==> src/rtl/awx_pkg.sv <==
package awx_pkg;
  localparam int AWX_MAX_IMG = 6;
  localparam int AWX_IDXW    = 3;
  localparam int AWX_PW      = 20;   // page bits 31..12

  typedef enum logic [1:0] {
    FLD_BASE = 2'd0,
    FLD_MASK = 2'd1,
    FLD_XLAT = 2'd2,
    FLD_CTRL = 2'd3
  } awx_fld_e;

  // keep ones from the top down to the first zero, clear the rest
  function automatic logic [AWX_PW-1:0] awx_norm_mask(input logic [AWX_PW-1:0] m);
    logic keep;
    logic [AWX_PW-1:0] r;
    keep = 1'b1;
    for (int b = AWX_PW-1; b >= 0; b--) begin
      keep = keep & m[b];
      r[b] = keep;
    end
    return r;
  endfunction

  function automatic logic awx_match(input logic [AWX_PW-1:0] base,
                                     input logic [AWX_PW-1:0] mask,
                                     input logic base_io,
                                     input logic [AWX_PW-1:0] page,
                                     input logic acc_io);
    return (mask != '0) && (base_io == acc_io) && (((page ^ base) & mask) == '0);
  endfunction

  function automatic logic [AWX_PW-1:0] awx_translate(input logic [AWX_PW-1:0] page,
                                                      input logic [AWX_PW-1:0] xlat,
                                                      input logic [AWX_PW-1:0] mask,
                                                      input logic en);
    return en ? ((xlat & mask) | (page & ~mask)) : page;
  endfunction
endpackage

==> src/rtl/awx_image.sv <==
module awx_image
  import awx_pkg::*;
#(
  parameter bit              IMPL     = 1'b1,
  parameter bit              CFG      = 1'b0,
  parameter logic [AWX_PW-1:0] DEF_MASK = 20'hFFF00
) (
  input  logic              clk,
  input  logic              rst_n,
  input  logic              we,
  input  logic [1:0]        fld,
  input  logic [31:0]       wdata,
  output logic [31:0]       rdata,
  input  logic [AWX_PW-1:0] page,
  input  logic              acc_io,
  output logic              hit,
  output logic [AWX_PW-1:0] xpage,
  output logic              pf
);
  logic [AWX_PW-1:0] base_q, mask_q, xlat_q;
  logic              io_q, xen_q, pf_q;

  generate
    if (!IMPL) begin : g_absent
      assign base_q = '0;
      assign mask_q = '0;
      assign xlat_q = '0;
      assign io_q   = 1'b0;
      assign xen_q  = 1'b0;
      assign pf_q   = 1'b0;
      logic unused_absent;
      assign unused_absent = ^{clk, rst_n, we, wdata};
    end else if (CFG) begin : g_cfg
      always_ff @(posedge clk) begin
        if (!rst_n) base_q <= '0;
        else if (we && fld == FLD_BASE) base_q <= wdata[31:12];
      end
      assign mask_q = '1;
      assign xlat_q = '0;
      assign io_q   = 1'b0;
      assign xen_q  = 1'b0;
      assign pf_q   = 1'b0;
      logic unused_cfg;
      assign unused_cfg = ^wdata[11:0];
      assert_cfg_no_io_R6: assert property (@(posedge clk) disable iff (!rst_n)
        acc_io |-> !hit);
    end else begin : g_gen
      always_ff @(posedge clk) begin
        if (!rst_n) begin
          base_q <= '0;
          mask_q <= DEF_MASK;
          xlat_q <= '0;
          io_q   <= 1'b0;
          xen_q  <= 1'b0;
          pf_q   <= 1'b0;
        end else if (we) begin
          case (fld)
            FLD_BASE: begin base_q <= wdata[31:12]; io_q <= wdata[0]; end
            FLD_MASK: mask_q <= awx_norm_mask(wdata[31:12]);
            FLD_XLAT: xlat_q <= wdata[31:12];
            default:  begin xen_q <= wdata[2]; pf_q <= wdata[1]; end
          endcase
        end
      end
      logic unused_gen;
      assign unused_gen = ^wdata[11:3];
      assert_mask_contig_R2: assert property (@(posedge clk) disable iff (!rst_n)
        $onehot0(~mask_q + 20'd1));
    end
  endgenerate

  always_comb begin
    case (fld)
      FLD_BASE: rdata = {base_q, 11'b0, io_q};
      FLD_MASK: rdata = {mask_q, 12'b0};
      FLD_XLAT: rdata = {xlat_q, 12'b0};
      default:  rdata = {29'b0, xen_q, pf_q, 1'b0};
    endcase
  end

  assign hit   = awx_match(base_q, mask_q, io_q, page, acc_io);
  assign xpage = awx_translate(page, xlat_q, mask_q, xen_q);
  assign pf    = pf_q;
endmodule

==> src/rtl/awx_prio.sv <==
module awx_prio
  import awx_pkg::*;
#(
  parameter int N = AWX_MAX_IMG
) (
  input  logic [N-1:0]        hits,
  output logic [N-1:0]        win,
  output logic [AWX_IDXW-1:0] idx
);
  always_comb begin
    win = '0;
    idx = '0;
    for (int i = N-1; i >= 0; i--) begin
      if (hits[i]) begin
        win = '0;
        win[i] = 1'b1;
        idx = AWX_IDXW'(i);
      end
    end
  end
endmodule

==> src/rtl/addr_window_xlat.sv <==
module addr_window_xlat
  import awx_pkg::*;
#(
  parameter int                NUM_GEN  = 5,
  parameter bit                CFG_IMG0 = 1'b1,
  parameter logic [AWX_PW-1:0] DEF_MASK = 20'hFFF00
) (
  input  logic        clk,
  input  logic        rst_n,
  input  logic        cfg_we,
  input  logic [2:0]  cfg_img,
  input  logic [1:0]  cfg_fld,
  input  logic [31:0] cfg_wdata,
  output logic [31:0] cfg_rdata,
  input  logic        lk_valid,
  input  logic [31:0] lk_addr,
  input  logic        lk_io,
  output logic        res_valid,
  output logic        res_hit,
  output logic [5:0]  res_hit_vec,
  output logic [2:0]  res_idx,
  output logic [31:0] res_addr,
  output logic        res_prefetch
);
  localparam int NIMG = AWX_MAX_IMG;

  logic [31:0]       rd_arr [NIMG];
  logic [AWX_PW-1:0] xp_arr [NIMG];
  logic [NIMG-1:0]   hits, pfs, win;
  logic [AWX_IDXW-1:0] win_idx;

  for (genvar i = 0; i < NIMG; i++) begin : g_img
    localparam bit IMPL = (i == 0) || (i <= NUM_GEN);
    logic we_i;
    assign we_i = cfg_we && (cfg_img == AWX_IDXW'(i));
    awx_image #(.IMPL(IMPL), .CFG((i == 0) && CFG_IMG0), .DEF_MASK(DEF_MASK)) u_img (
      .clk(clk), .rst_n(rst_n), .we(we_i), .fld(cfg_fld), .wdata(cfg_wdata),
      .rdata(rd_arr[i]), .page(lk_addr[31:12]), .acc_io(lk_io),
      .hit(hits[i]), .xpage(xp_arr[i]), .pf(pfs[i]));
  end

  always_comb begin
    cfg_rdata = '0;
    for (int i = 0; i < NIMG; i++)
      if (cfg_img == AWX_IDXW'(i)) cfg_rdata = rd_arr[i];
  end

  awx_prio #(.N(NIMG)) u_prio (.hits(hits), .win(win), .idx(win_idx));

  logic [AWX_PW-1:0] win_page;
  logic              win_pf;
  always_comb begin
    win_page = lk_addr[31:12];
    win_pf   = 1'b0;
    for (int i = 0; i < NIMG; i++)
      if (win[i]) begin win_page = xp_arr[i]; win_pf = pfs[i]; end
  end

  always_ff @(posedge clk) begin
    if (!rst_n) begin
      res_valid    <= 1'b0;
      res_hit      <= 1'b0;
      res_hit_vec  <= '0;
      res_idx      <= '0;
      res_addr     <= '0;
      res_prefetch <= 1'b0;
    end else begin
      res_valid    <= lk_valid;
      res_hit      <= lk_valid && (hits != '0);
      res_hit_vec  <= lk_valid ? win : '0;
      res_idx      <= lk_valid ? win_idx : '0;
      res_addr     <= {win_page, lk_addr[11:0]};
      res_prefetch <= lk_valid && win_pf;
    end
  end

  assert_onehot_R4: assert property (@(posedge clk) disable iff (!rst_n)
    $onehot0(res_hit_vec));
  assert_flag_vec_R4: assert property (@(posedge clk) disable iff (!rst_n)
    res_hit == (res_hit_vec != '0));
  assert_low_pass_R5: assert property (@(posedge clk) disable iff (!rst_n)
    lk_valid |=> res_addr[11:0] == $past(lk_addr[11:0]));
  assert_idle_R8: assert property (@(posedge clk) disable iff (!rst_n)
    !res_valid |-> (!res_hit && !res_prefetch));
endmodule

==> config.mk <==
export PLATFORM = sky130hd
export DESIGN_NAME = addr_window_xlat
export DESIGN_NICKNAME = d
export VERILOG_FILES = /design/src/rtl/awx_pkg.sv /design/src/rtl/awx_image.sv /design/src/rtl/awx_prio.sv /design/src/rtl/addr_window_xlat.sv
export SDC_FILE = /design/constraint.sdc
export NUM_CORES = 1
export LEC_CHECK = 0
export ABC_AREA = 1
export BUFFER_PORTS_ARGS = -buffer_cell sky130_fd_sc_hd__buf_2
export CAP_MARGIN = 5
export CELL_PAD_IN_SITES_DETAIL_PLACEMENT = 1
export CELL_PAD_IN_SITES_GLOBAL_PLACEMENT = 2
export CORE_MARGIN = 5
export CORE_UTILIZATION = 37
export DETAILED_ROUTE_END_ITERATION = 10
export GPL_TIMING_DRIVEN = 0
export HOLD_SLACK_MARGIN = 0.1
export MAX_ROUTING_LAYER = met4
export PLACE_DENSITY = 0.95
export SETUP_SLACK_MARGIN = 0.15
export SLEW_MARGIN = 10
export SYNTH_ARGS = -nofsm -noshare
export SYNTH_HDL_FRONTEND = slang
export SYNTH_HIERARCHICAL = 1
export SYNTH_SLANG_ARGS = --single-unit
==> constraint.sdc <==
create_clock -name clk -period 3.5 [get_ports clk]
set_input_delay 0.35 -clock clk [delete_from_list [all_inputs] [get_ports clk]]
set_output_delay 0.35 -clock clk [all_outputs]
set_load 0.01 [all_outputs]
== Yosys cells after proc, flatten, opt, wreduce, memory -nomap -nowiden ==
Cells that the tools add are included.

* Equal/unequal tests: 12
* Muxes and demuxes: 38
* Bitwise logic cells: 54
* Reduce and logical (&&, ||, !) cells: 59

{| class="wikitable"
|+ Operators by type and width
! operator !! count
|-
| $pmux W32 S3 || 5
|-
| $and A20 B20 Y20 || 15
|-
| $mux W20 || 10
|-
| $mux W32 || 6
|-
| $logic_not A20 Y1 || 6
|-
| $xor A20 B20 Y20 || 6
|-
| $not A20 Y20 || 5
|-
| $or A20 B20 Y20 || 5
|-
| $reduce_bool A20 Y1 || 5
|-
| $pmux W32 S2 || 1
|-
| $reduce_and A2 Y1 || 21
|-
| $mux W6 || 6
|-
| $logic_and A1 B1 Y1 || 20
|-
| $and A1 B1 Y1 || 19
|-
| $eq A3 B2 Y1 const B || 2
|-
| $eq A3 B3 Y1 const B || 2
|-
| $mux W1 || 6
|-
| $mux W3 || 2
|-
| $reduce_bool A6 Y1 || 1
|-
| $reduce_or A3 Y1 || 2
|-
| $reduce_or A6 Y1 || 1
|-
| $eq A1 B1 Y1 || 5
|-
| $mux W2 || 2
|-
| $not A1 Y1 || 4
|-
| other kinds (6) || 6
|}

* Bits in registers: 379
* Input port bits: 74
* Word-level logic and storage cells: 202

== Logic depth before layout (Yosys ltp) ==
Gate-level depths: netlist (run 1).

* Depth after elaboration: 19
* Gate-level depth with buffers: 18
* Mapped depth without buffers: 17

== Hierarchy ==
Netlist (run 1), hierarchy kept.

{| class="wikitable"
|+ Modules (own cells, without submodules)
! module !! times used !! cells an instance !! area each (µm²) !! sequential area each (µm²)
|-
| awx_image (g_img[1].u_img ...) || 4 || 514 || 3459.6 || 1261.2
|-
| addr_window_xlat || 1 || 689 || 3756.1 || 880.8
|-
| awx_image (g_img[5].u_img) || 1 || 522 || 3468.3 || 1261.2
|-
| awx_image (g_img[0].u_img) || 1 || 231 || 1472.7 || 400.4
|-
| awx_prio || 1 || 23 || 100.1 || 0.0
|}

== Worst setup path before layout (run 1) ==
OpenSTA, ideal clock, no wires.

* Path kind: input-to-reg
* From: input port lk_addr[21]
* To: register res_addr[13]
* Setup time: 119 ps
* Arrival: 2216 ps
* Slack: 1165 ps
* Stages on the path: 15
* Buffers on the path: 1
* Cell sequence: inv_1 > a21oi_1 > o21ai_0 > nand4_1 > a311oi_1 > nand2_1 > nor4_1 > nand2_1 > nor2_1 > inv_1 > clkbuf_1 > nand3_1 > nand3_1 > nand2_1 > a21oi_1

* Elaborated cells on any way between the ends: 34
* Those cells by class: mux: 11; bitwise: 11; reduce/logical: 12

{| class="wikitable"
|+ RTL lines
! element !! RTL line !! RTL
|-
| from (decl) || addr_window_xlat.sv:16 || <nowiki>input logic [31:0] lk_addr,</nowiki>
|-
| $xor A20 B20 Y20 || awx_pkg.sv:30 || <nowiki>return (mask != '0) && (base_io == acc_io) && (((page ^ base) & mask) == '0);</nowiki>
|-
| $and A20 B20 Y20 || awx_pkg.sv:30 ||
|-
| $logic_not A20 Y1 || awx_pkg.sv:30 ||
|-
| $logic_and A1 B1 Y1 || awx_pkg.sv:30 ||
|-
| net hits[2] || addr_window_xlat.sv:29 || <nowiki>logic [NIMG-1:0] hits, pfs, win;</nowiki>
|-
| $mux W6 (3 in series) || awx_prio.sv:14 || <nowiki>if (hits[i]) begin</nowiki>
|-
| net win[2] || addr_window_xlat.sv:29 ||
|-
| $mux W20 (4 in series) || addr_window_xlat.sv:56 || <nowiki>if (win[i]) begin win_page = xp_arr[i]; win_pf = pfs[i]; end</nowiki>
|-
| to (signal assigned) || addr_window_xlat.sv:72 || <nowiki>res_addr <= {win_page, lk_addr[11:0]};</nowiki>
|-
| to (decl) || addr_window_xlat.sv:22 || <nowiki>output logic [31:0] res_addr,</nowiki>
|}

The timed path passes the listed nets, and every way through them passes these cells.
A chain may end at the register's enable or synchronous reset.

==> results of run 1 <==
## timing repair
item,in CTS,in global routing
endpoints found under the hold margin,12,0
hold buffers,12,0
resized for setup,17,33
pin swaps,1,0
setup endpoints to repair,41,28
buffers inserted,2,0
## cell families after synthesis
logic type	after synthesis
XOR/XNOR	17
multiplexers	31
AND/OR/NAND/NOR	1288
buffers and inverters	810
flip-flops	379
other	6
AO/OA/AOI/OAI	990
## through the flow
step,hold WS (ps),setup slack [ps],utilization [%]
2_1_floorplan,440,1170,-
3_3_place_gp,457,-1350,40.5
3_5_place_dp,460,-769,40.5
4_1_cts,216,165,43.4
5_1_grt,255,120,43.5
6_report,259,113,43.5
## worst max-delay path, cell delays in order
cell	delay, ps
sky130_fd_sc_hd__buf_4	420
sky130_fd_sc_hd__nor2_2	180
sky130_fd_sc_hd__inv_1	300
sky130_fd_sc_hd__clkbuf_1	490
sky130_fd_sc_hd__o221ai_1	360
sky130_fd_sc_hd__a21oi_1	520
sky130_fd_sc_hd__nand4_1	210
sky130_fd_sc_hd__buf_2	200
## registers in the layout, indices dropped and copies added (netlist names), 3 cells and up
| signal | cells |
|---|---|
| g_img.u_img/mask_q | 100 |
| res_idx | 3 |
| res_addr | 32 |
| g_img.u_img/base_q | 120 |
| g_img.u_img/pf | 5 |
| g_img.u_img/io_q | 5 |
| g_img.u_img/xen_q | 5 |
| res_hit_vec | 6 |
| g_img.u_img/xlat_q | 100 |
## area by class of cell
class | instances | area (sq um) | area share [%]
Sequential cell | 379 | 7590 | 28.8
Inverter | 562 | 2110 | 8.03
Antenna cell | 2 | 5.00 | 0.0190
Multi-Input combinational cell | 2384 | 12000 | 45.5
Buffer | 248 | 1290 | 4.92
Tap cell | 782 | 978 | 3.72
Clock buffer | 64 | 1350 | 5.14
Clock inverter | 19 | 209 | 0.794
Timing Repair Buffer | 146 | 810 | 3.08
## routing by layer
metal,share of wire [%],wire (microns),GRT usage [%],vias up
met4,5.2,6070,14.6,0
met3,9.9,11600,5.56,211
li1,-,-,-,11998
met5,0,0,-,-
met1,45,52200,49.7,12378
met2,40,46800,48.1,1270
## where the power goes
group	internal (mW)	leakage, nW	switching [mW]
logic	0.361	7.51	1.07
clock network	2.99	0.764	2.11
registers	4.38	3.07	0.0484
total	7.73	11.3	3.22
## layout by cell type (no fill, tap or decap), types with 21 or more instances in the layout
cell type / instances
sky130_fd_sc_hd__nand2_1: 737
sky130_fd_sc_hd__buf_2: 146
sky130_fd_sc_hd__clkbuf_1: 134
sky130_fd_sc_hd__conb_1: 58
sky130_fd_sc_hd__buf_4: 84
sky130_fd_sc_hd__o221ai_1: 79
sky130_fd_sc_hd__dfxtp_1: 379
sky130_fd_sc_hd__mux2i_1: 31
sky130_fd_sc_hd__nand4_1: 66
sky130_fd_sc_hd__nor2_2: 29
sky130_fd_sc_hd__o211ai_1: 31
sky130_fd_sc_hd__nor4_1: 21
sky130_fd_sc_hd__clkbuf_16: 49
sky130_fd_sc_hd__a21oi_1: 411
sky130_fd_sc_hd__nor2_1: 172
sky130_fd_sc_hd__or2_2: 26
sky130_fd_sc_hd__o21ai_0: 409
sky130_fd_sc_hd__nand3_1: 191
sky130_fd_sc_hd__inv_1: 547
## worst max path at each step
stage | start | endpoint
global placement | lk_addr[26] | res_addr[13]$_SDFF_PN0_
finish | cfg_fld[0] | cfg_rdata[25]
CTS | g_img[1].u_img/mask_q[7]$_SDFFE_PN0P_ | res_addr[17]$_SDFF_PN0_
detailed placement | lk_addr[26] | res_addr[13]$_SDFF_PN0_
floorplan | lk_addr[21] | res_addr[13]$_SDFF_PN0_
global route | g_img[3].u_img/base_q[14]$_SDFFE_PN0P_ | res_addr[14]$_SDFF_PN0_
==> impl_table.tex, run 1 <==
\begin{tabular}{lr}
\hline
Metric & Value \\
\hline
\multicolumn{2}{l}{\textbf{Outcome}} \\
Result of the run & complete, no violations \\
\multicolumn{2}{l}{\textbf{Layout}} \\
Proportion of layout cells with a drive suffix above 1 & 11.6\% \\
Final-layout fill cell count & around 8000 \\
Area delta synth->final & 16.3\% \\
Number of standard cells in the final layout excluding fillers & roughly 4600 \\
Post-layout nets & around 3800 \\
Post-layout instance area & 0.0263 sq mm \\
\multicolumn{2}{l}{\textbf{Synthesis}} \\
Area share of the largest cell type after synthesis & 33.5\% \\
Part of the Yosys area used for sequential elements & between 30\% and 40\% \\
Synth async-reset ratio & 0\% \\
Post-synthesis sequential element count & about 380 \\
Synthesized-area fraction occupied by ao, oa, aoi and oai cells & 24.1\% \\
Mapped cell area & 0.0226 sq mm \\
Synthesized area divided by synthesized cell count & between 6 and 7 sq um \\
XOR/XNOR Fraction of Synth Area & 0.658\% \\
Cell count after synthesis & 3521 \\
Post-synthesis cell type with the largest combined area & sky130\_fd\_sc\_hd\_\_dfxtp\_1 \\
Number of warnings issued by yosys & 6 \\
Leading post-synthesis cells by cell area & sky130\_fd\_sc\_hd\_\_dfxtp\_1, sky130\_fd\_sc\_hd\_\_nand2\_1, sky130\_fd\_sc\_hd\_\_a21oi\_1 \\
Top cell types by occurrence after synthesis & sky130\_fd\_sc\_hd\_\_nand2\_1, sky130\_fd\_sc\_hd\_\_inv\_1, sky130\_fd\_sc\_hd\_\_a21oi\_1 \\
Largest family of logic cells by synthesized area & simple AND/OR/NAND/NOR gates \\
Dominant register cell in the synthesized netlist & sky130\_fd\_sc\_hd\_\_dfxtp\_1 \\
Most frequently used cell type in the post-synthesis netlist & sky130\_fd\_sc\_hd\_\_nand2\_1 \\
Number of distinct standard cells referenced by the synthesized netlist & 43 \\
Post-synthesis share of cell area spent on and, or, nand and nor gates & 25.3\% \\
Number of flops mapped to enable cells by yosys & 0 \\
Share of cell area taken by muxes after synthesis & 1.37\% \\
Arithmetic-cell share of the synthesized area counting full adders, half adders and majority gates & 0\% \\
\multicolumn{2}{l}{\textbf{Hold path}} \\
Hold Path End & g\_img[5].u\_img/pf\$\_SDFFE\_PN0P\_ \\
Critical hold path startpoint & cfg\_wdata[1] \\
Cells on Worst Hold Path & 3 \\
Worst hold path type & primary input to flip-flop \\
\multicolumn{2}{l}{\textbf{Placed design}} \\
Buffers on Ports & 131 \\
Weighted congestion reported at the end of routability-driven placement & 1.01 \\
Number of placed instances with taps included & 4487 \\
HPWL after detailed placement & about 85000 microns \\
Cell area reported after detailed placement & 0.0245 sq mm \\
\multicolumn{2}{l}{\textbf{Timing}} \\
Post-layout minimum cycle time & between 3000 and 4000 ps \\
Fin. max-slew vios & 0 \\
Sum of negative setup slack & 0 ps \\
Peak Freq & 295 MHz \\
Count of endpoints failing hold in the final timing report & 0 \\
Worst-margin pin slew & about 1000 ps \\
Unrepaired setup endpoints after global routing & yes \\
Endpoints failing setup & 0 \\
Final cycle utilization of the critical path & approximately 97\% \\
Worst slew margin relative to its limit & 31.7\% \\
Clock tree skew after final layout & 19.5 ps \\
\multicolumn{2}{l}{\textbf{Route}} \\
Remaining design rule violation count & 0 \\
TritonRoute pass-1 iters & 5 \\
Number of vias per cell & 5.64 \\
Number of nets still failing antenna checks after routing & 0 \\
Detailed Route Iter0 Violations & 2918 \\
Routed length per instance & 25.4 microns \\
Final routed wirelength across all metal layers & around 120000 microns \\
Via count & 25857 \\
\multicolumn{2}{l}{\textbf{Critical path}} \\
Cell count of the worst reg-to-reg path & 16 \\
Startpoint type of the worst setup path & primary input \\
End of the worst register-to-register path & res\_addr[16]\$\_SDFF\_PN0\_ \\
Arr. time, crit path & 3040 ps \\
Worst Setup Path Type & primary input to output port \\
Launch instance of the worst register-to-register path & g\_img[3].u\_img/mask\_q[12]\$\_SDFFE\_PN1P\_ \\
Reg2reg setup slack & around 230 ps \\
Critical path endpoint category & output port \\
Endpoint required time on the critical path & 3150 ps \\
Critical path peak fanout & 25 \\
\multicolumn{2}{l}{\textbf{Global route}} \\
GRT overflow & 0 \\
Wire length of the first global-routing pass & 168000 microns \\
Vias in the first global route & 24602 \\
All-Layer GR Usage & 34.6\% \\
Number of antenna violations at the first check in global routing & 4 \\
Pin count of the biggest net entering global routing & 48 \\
\multicolumn{2}{l}{\textbf{Flow run}} \\
\# Max-Cap Violations & 0 \\
\multicolumn{2}{l}{\textbf{Clock tree}} \\
Latest clock arrival within the worst-skew pair & $\sim$600 ps \\
CTS tree & built \\
Count of H-tree levels built during CTS & 2 \\
CTS Buf Count & 47 \\
Clk sink count & 379 \\
Maximum clock insertion buffer count & 3 \\
Reg clk slew, reported paths & around 60 ps \\
Root cell of the clock tree & sky130\_fd\_sc\_hd\_\_clkbuf\_16 \\
\multicolumn{2}{l}{\textbf{Power}} \\
Maximum vdd ir drop & 303 uV \\
Leakage & roughly 11 nW \\
Total power draw & about 11 mW \\
Power per cell area & roughly 420 mW/mm\^{}2 \\
\multicolumn{2}{l}{\textbf{Floorplan}} \\
Floorplan die area & 0.0662 sq mm \\
Initial core utilization & between 30 and 40\% \\
Std cell rows & 90 \\
Core ar. & 0.0605 sq mm \\
Floorplan die width & 257 microns \\
Die Ht & $\sim$260 microns \\
Number of I/O pins & 150 \\
\hline
\end{tabular}
No activity file was read; power rests on OpenSTA's default activity.
==> run 2: changes to the inputs <==
Settings changed: CELL_PAD_IN_SITES_DETAIL_PLACEMENT 1 to unset, CELL_PAD_IN_SITES_GLOBAL_PLACEMENT 2 to unset, CORE_UTILIZATION 37 to 50, PLACE_DENSITY 0.95 to 0.68.
==> impl_table.tex, run 2 (synthesized netlist as in run 1, its figures left out) <==
\begin{tabular}{lr}
\hline
Metric & Value \\
\hline
\multicolumn{2}{l}{\textbf{Timing}} \\
Worst slew margin relative to its limit & 22.6\% (-9.1 points) \\
Fin. max-slew vios & 0 (unchanged) \\
Post-layout minimum cycle time & 3470 ps (+77.9 ps) \\
Final cycle utilization of the critical path & 99.0\% (+2.2 points) \\
Endpoints failing setup & 0 (unchanged) \\
Worst-margin pin slew & 1150 ps (+126 ps) \\
Count of endpoints failing hold in the final timing report & 0 (unchanged) \\
Unrepaired setup endpoints after global routing & no \\
Sum of negative setup slack & 0 ps (unchanged) \\
Peak Freq & 289 MHz (-2.2\%) \\
Clock tree skew after final layout & 26.5 ps (+7.03 ps) \\
\multicolumn{2}{l}{\textbf{Critical path}} \\
Slowest stage delay, CP & 460 ps (-60 ps) \\
Critical path peak fanout & 25 (unchanged) \\
Endpoint required time on the critical path & 3150 ps (about the same) \\
Arr. time, crit path & 3120 ps (+80 ps) \\
Startpoint type of the worst setup path & primary input \\
Sequence of cells on the critical path & buf\_4 -> nor2\_1 -> inv\_1 -> clkbuf\_1 -> o221ai\_1 -> a21oi\_1 -> nand4\_1 -> buf\_2 \\
Buffers and inverters on the worst path & 4 (unchanged) \\
Worst Setup Path Type & primary input to output port \\
Critical path endpoint category & output port \\
Highest-delay cell along the critical path & sky130\_fd\_sc\_hd\_\_a21oi\_1 \\
Largest delay contributor family on the critical path & buffers and inverters \\
\multicolumn{2}{l}{\textbf{Global route}} \\
Pin count of the biggest net entering global routing & 48 (unchanged) \\
Vias in the first global route & 22041 (-10\%) \\
Wire length of the first global-routing pass & 144000 microns (-14\%) \\
Number of antenna violations at the first check in global routing & 4 (unchanged) \\
All-Layer GR Usage & 39.7\% (+5.0 points) \\
GRT overflow & 0 (unchanged) \\
\multicolumn{2}{l}{\textbf{Clock tree}} \\
Reg clk slew, reported paths & 70 ps (about the same) \\
CTS Buf Count & 44 (-6.4\%) \\
Maximum clock insertion buffer count & 3 (unchanged) \\
Count of H-tree levels built during CTS & 2 (unchanged) \\
Root cell of the clock tree & sky130\_fd\_sc\_hd\_\_clkbuf\_16 \\
CTS tree & built \\
Latest clock arrival within the worst-skew pair & 600 ps (about the same) \\
Clk sink count & 379 (unchanged) \\
\multicolumn{2}{l}{\textbf{Layout}} \\
Area delta synth->final & 14.4\% \\
Register ranked first by flip-flop count & g\_img.u\_img/base\_q \\
Post-layout nets & 3840 (-0.052\%) \\
Most common cell after layout, fill and taps aside & sky130\_fd\_sc\_hd\_\_nand2\_1 \\
Fraction of the core area covered by cells at the end of the flow & 57.4\% (+14 points) \\
Proportion of layout cells with a drive suffix above 1 & 10.9\% (-0.65 points) \\
Flip-flop count of the largest register after layout & 120 (unchanged) \\
Most frequent cells in the layout & sky130\_fd\_sc\_hd\_\_nand2\_1, sky130\_fd\_sc\_hd\_\_inv\_1, sky130\_fd\_sc\_hd\_\_a21oi\_1 \\
Biggest regs & g\_img.u\_img/base\_q x120, g\_img.u\_img/mask\_q x100, g\_img.u\_img/xlat\_q x100 \\
\multicolumn{2}{l}{\textbf{Floorplan}} \\
Number of I/O pins & 150 (unchanged) \\
Core ar. & 0.0451 sq mm (-25\%) \\
Initial core utilization & 50.2\% (+13 points) \\
Floorplan die width & 223 microns (-13\%) \\
Std cell rows & 78 (-13\%) \\
Floorplan die area & 0.0496 sq mm (-25\%) \\
Die Ht & 223 microns (-13\%) \\
\multicolumn{2}{l}{\textbf{Route}} \\
Number of vias per cell & 5.74 (+1.9\%) \\
Routed length per instance & 22.9 microns (-9.9\%) \\
Final routed wirelength across all metal layers & 101000 microns (-13\%) \\
Detailed Route Iter0 Violations & 4043 (+39\%) \\
Number of nets still failing antenna checks after routing & 0 (unchanged) \\
TritonRoute pass-1 iters & 8 (+3) \\
Via count & 25287 (-2.2\%) \\
Remaining design rule violation count & 0 (unchanged) \\
\multicolumn{2}{l}{\textbf{Hold path}} \\
Worst hold path type & primary input to flip-flop \\
\multicolumn{2}{l}{\textbf{Power}} \\
Maximum vdd ir drop & 419 uV (+38\%) \\
Leakage & 11.3 nW (-0.62\%) \\
Power per cell area & 400 mW/mm\^{}2 (-3.8\%) \\
\multicolumn{2}{l}{\textbf{Placed design}} \\
Buffers on Ports & 131 (unchanged) \\
HPWL after detailed placement & 72900 microns (-14\%) \\
Weighted congestion reported at the end of routability-driven placement & 1.12 (+11\%) \\
\multicolumn{2}{l}{\textbf{Flow run}} \\
\# Max-Cap Violations & 0 (unchanged) \\
\multicolumn{2}{l}{\textbf{Outcome}} \\
Result of the run & complete, no violations \\
\hline
\end{tabular}
## run 2: cell count changes in the layout (fill, tap and decap cells not counted), moves of 5 or more
| cell | previous run | this run |
|---|---|---|
| sky130_fd_sc_hd__nor2_2 | 29 | 24 |
| sky130_fd_sc_hd__nor2_1 | 172 | 177 |
| sky130_fd_sc_hd__a21oi_1 | 411 | 418 |
| sky130_fd_sc_hd__clkbuf_1 | 134 | 142 |
| sky130_fd_sc_hd__a21oi_2 | 11 | 4 |
## run 2: stage by stage
step,power [mW],hold slack [ps],instances,setup WS [ps],area [sq um]
finish,10.4,246,4402,34.9,25900
global route,10.6,224,4401,132,25900
CTS,10.3,203,4398,217,25800
detailed placement,5.78,458,4304,-621,24200
global placement,5.78,458,4304,-1020,24200
floorplan,5.17,440,3573,1170,22800
## run 2: what timing repair did
| action | CTS | global route |
|---|---|---|
| gates cloned | 0 | 0 |
| pin swaps | 1 | 1 |
| buffers inserted | 2 | 2 |
| setup endpoints to repair | 33 | 31 |
| resized for setup | 8 | 22 |
| endpoints found under the hold margin | 12 | 0 |
| hold buffers | 12 | 0 |
## run 2: where the power goes
| group | switching [mW] | total (mW) | internal [mW] |
|---|---|---|---|
| Clock | 1.96 | 4.58 | 2.63 |
| Combinational | 0.998 | 1.36 | 0.359 |
| Sequential | 0.0471 | 4.43 | 4.38 |
| Total | 3.00 | 10.4 | 7.37 |
## run 2: worst paths after layout
kind                                         startpoint                                     to  slack, ps  depth (start not counted)
setup / recovery                             cfg_fld[0]                          cfg_rdata[13]         30                          8
hold / removal                             cfg_wdata[2]      g_img[4].u_img/xen_q$_SDFFE_PN0P_        250                          3
setup reg to reg  g_img[4].u_img/mask_q[7]$_SDFFE_PN0P_                res_addr[18]$_SDFF_PN0_        220                         13
hold reg to reg   g_img[3].u_img/xlat_q[4]$_SDFFE_PN0P_  g_img[3].u_img/xlat_q[4]$_SDFFE_PN0P_        470                          2
## run 2: tightest hold or removal path, stage by stage
cell and delay (ps):
sky130_fd_sc_hd__buf_2 200, sky130_fd_sc_hd__o21ai_0 180, sky130_fd_sc_hd__a21oi_1 60
## run 2: metal layers
layer  routed length, microns  track usage [%]  vias up
li1                         -                -    12023
met1                    40500             55.5    11354
met2                    39100             53.2     1647
met3                    14600             9.12      263
met4                     6650             20.1        0
met5                        0                -        -
## run 2: cell type report
type / count / area (sq um)
inverter: 562 / 2130
antenna: 2 / 5.00
clock buffer: 65 / 1290
clock inverter: 15 / 110
multi-input combinational: 2384 / 11900
timing repair buffer: 147 / 817
tap: 600 / 751
buffer: 248 / 1290
sequential: 379 / 7590
fill: 4654 / 19200
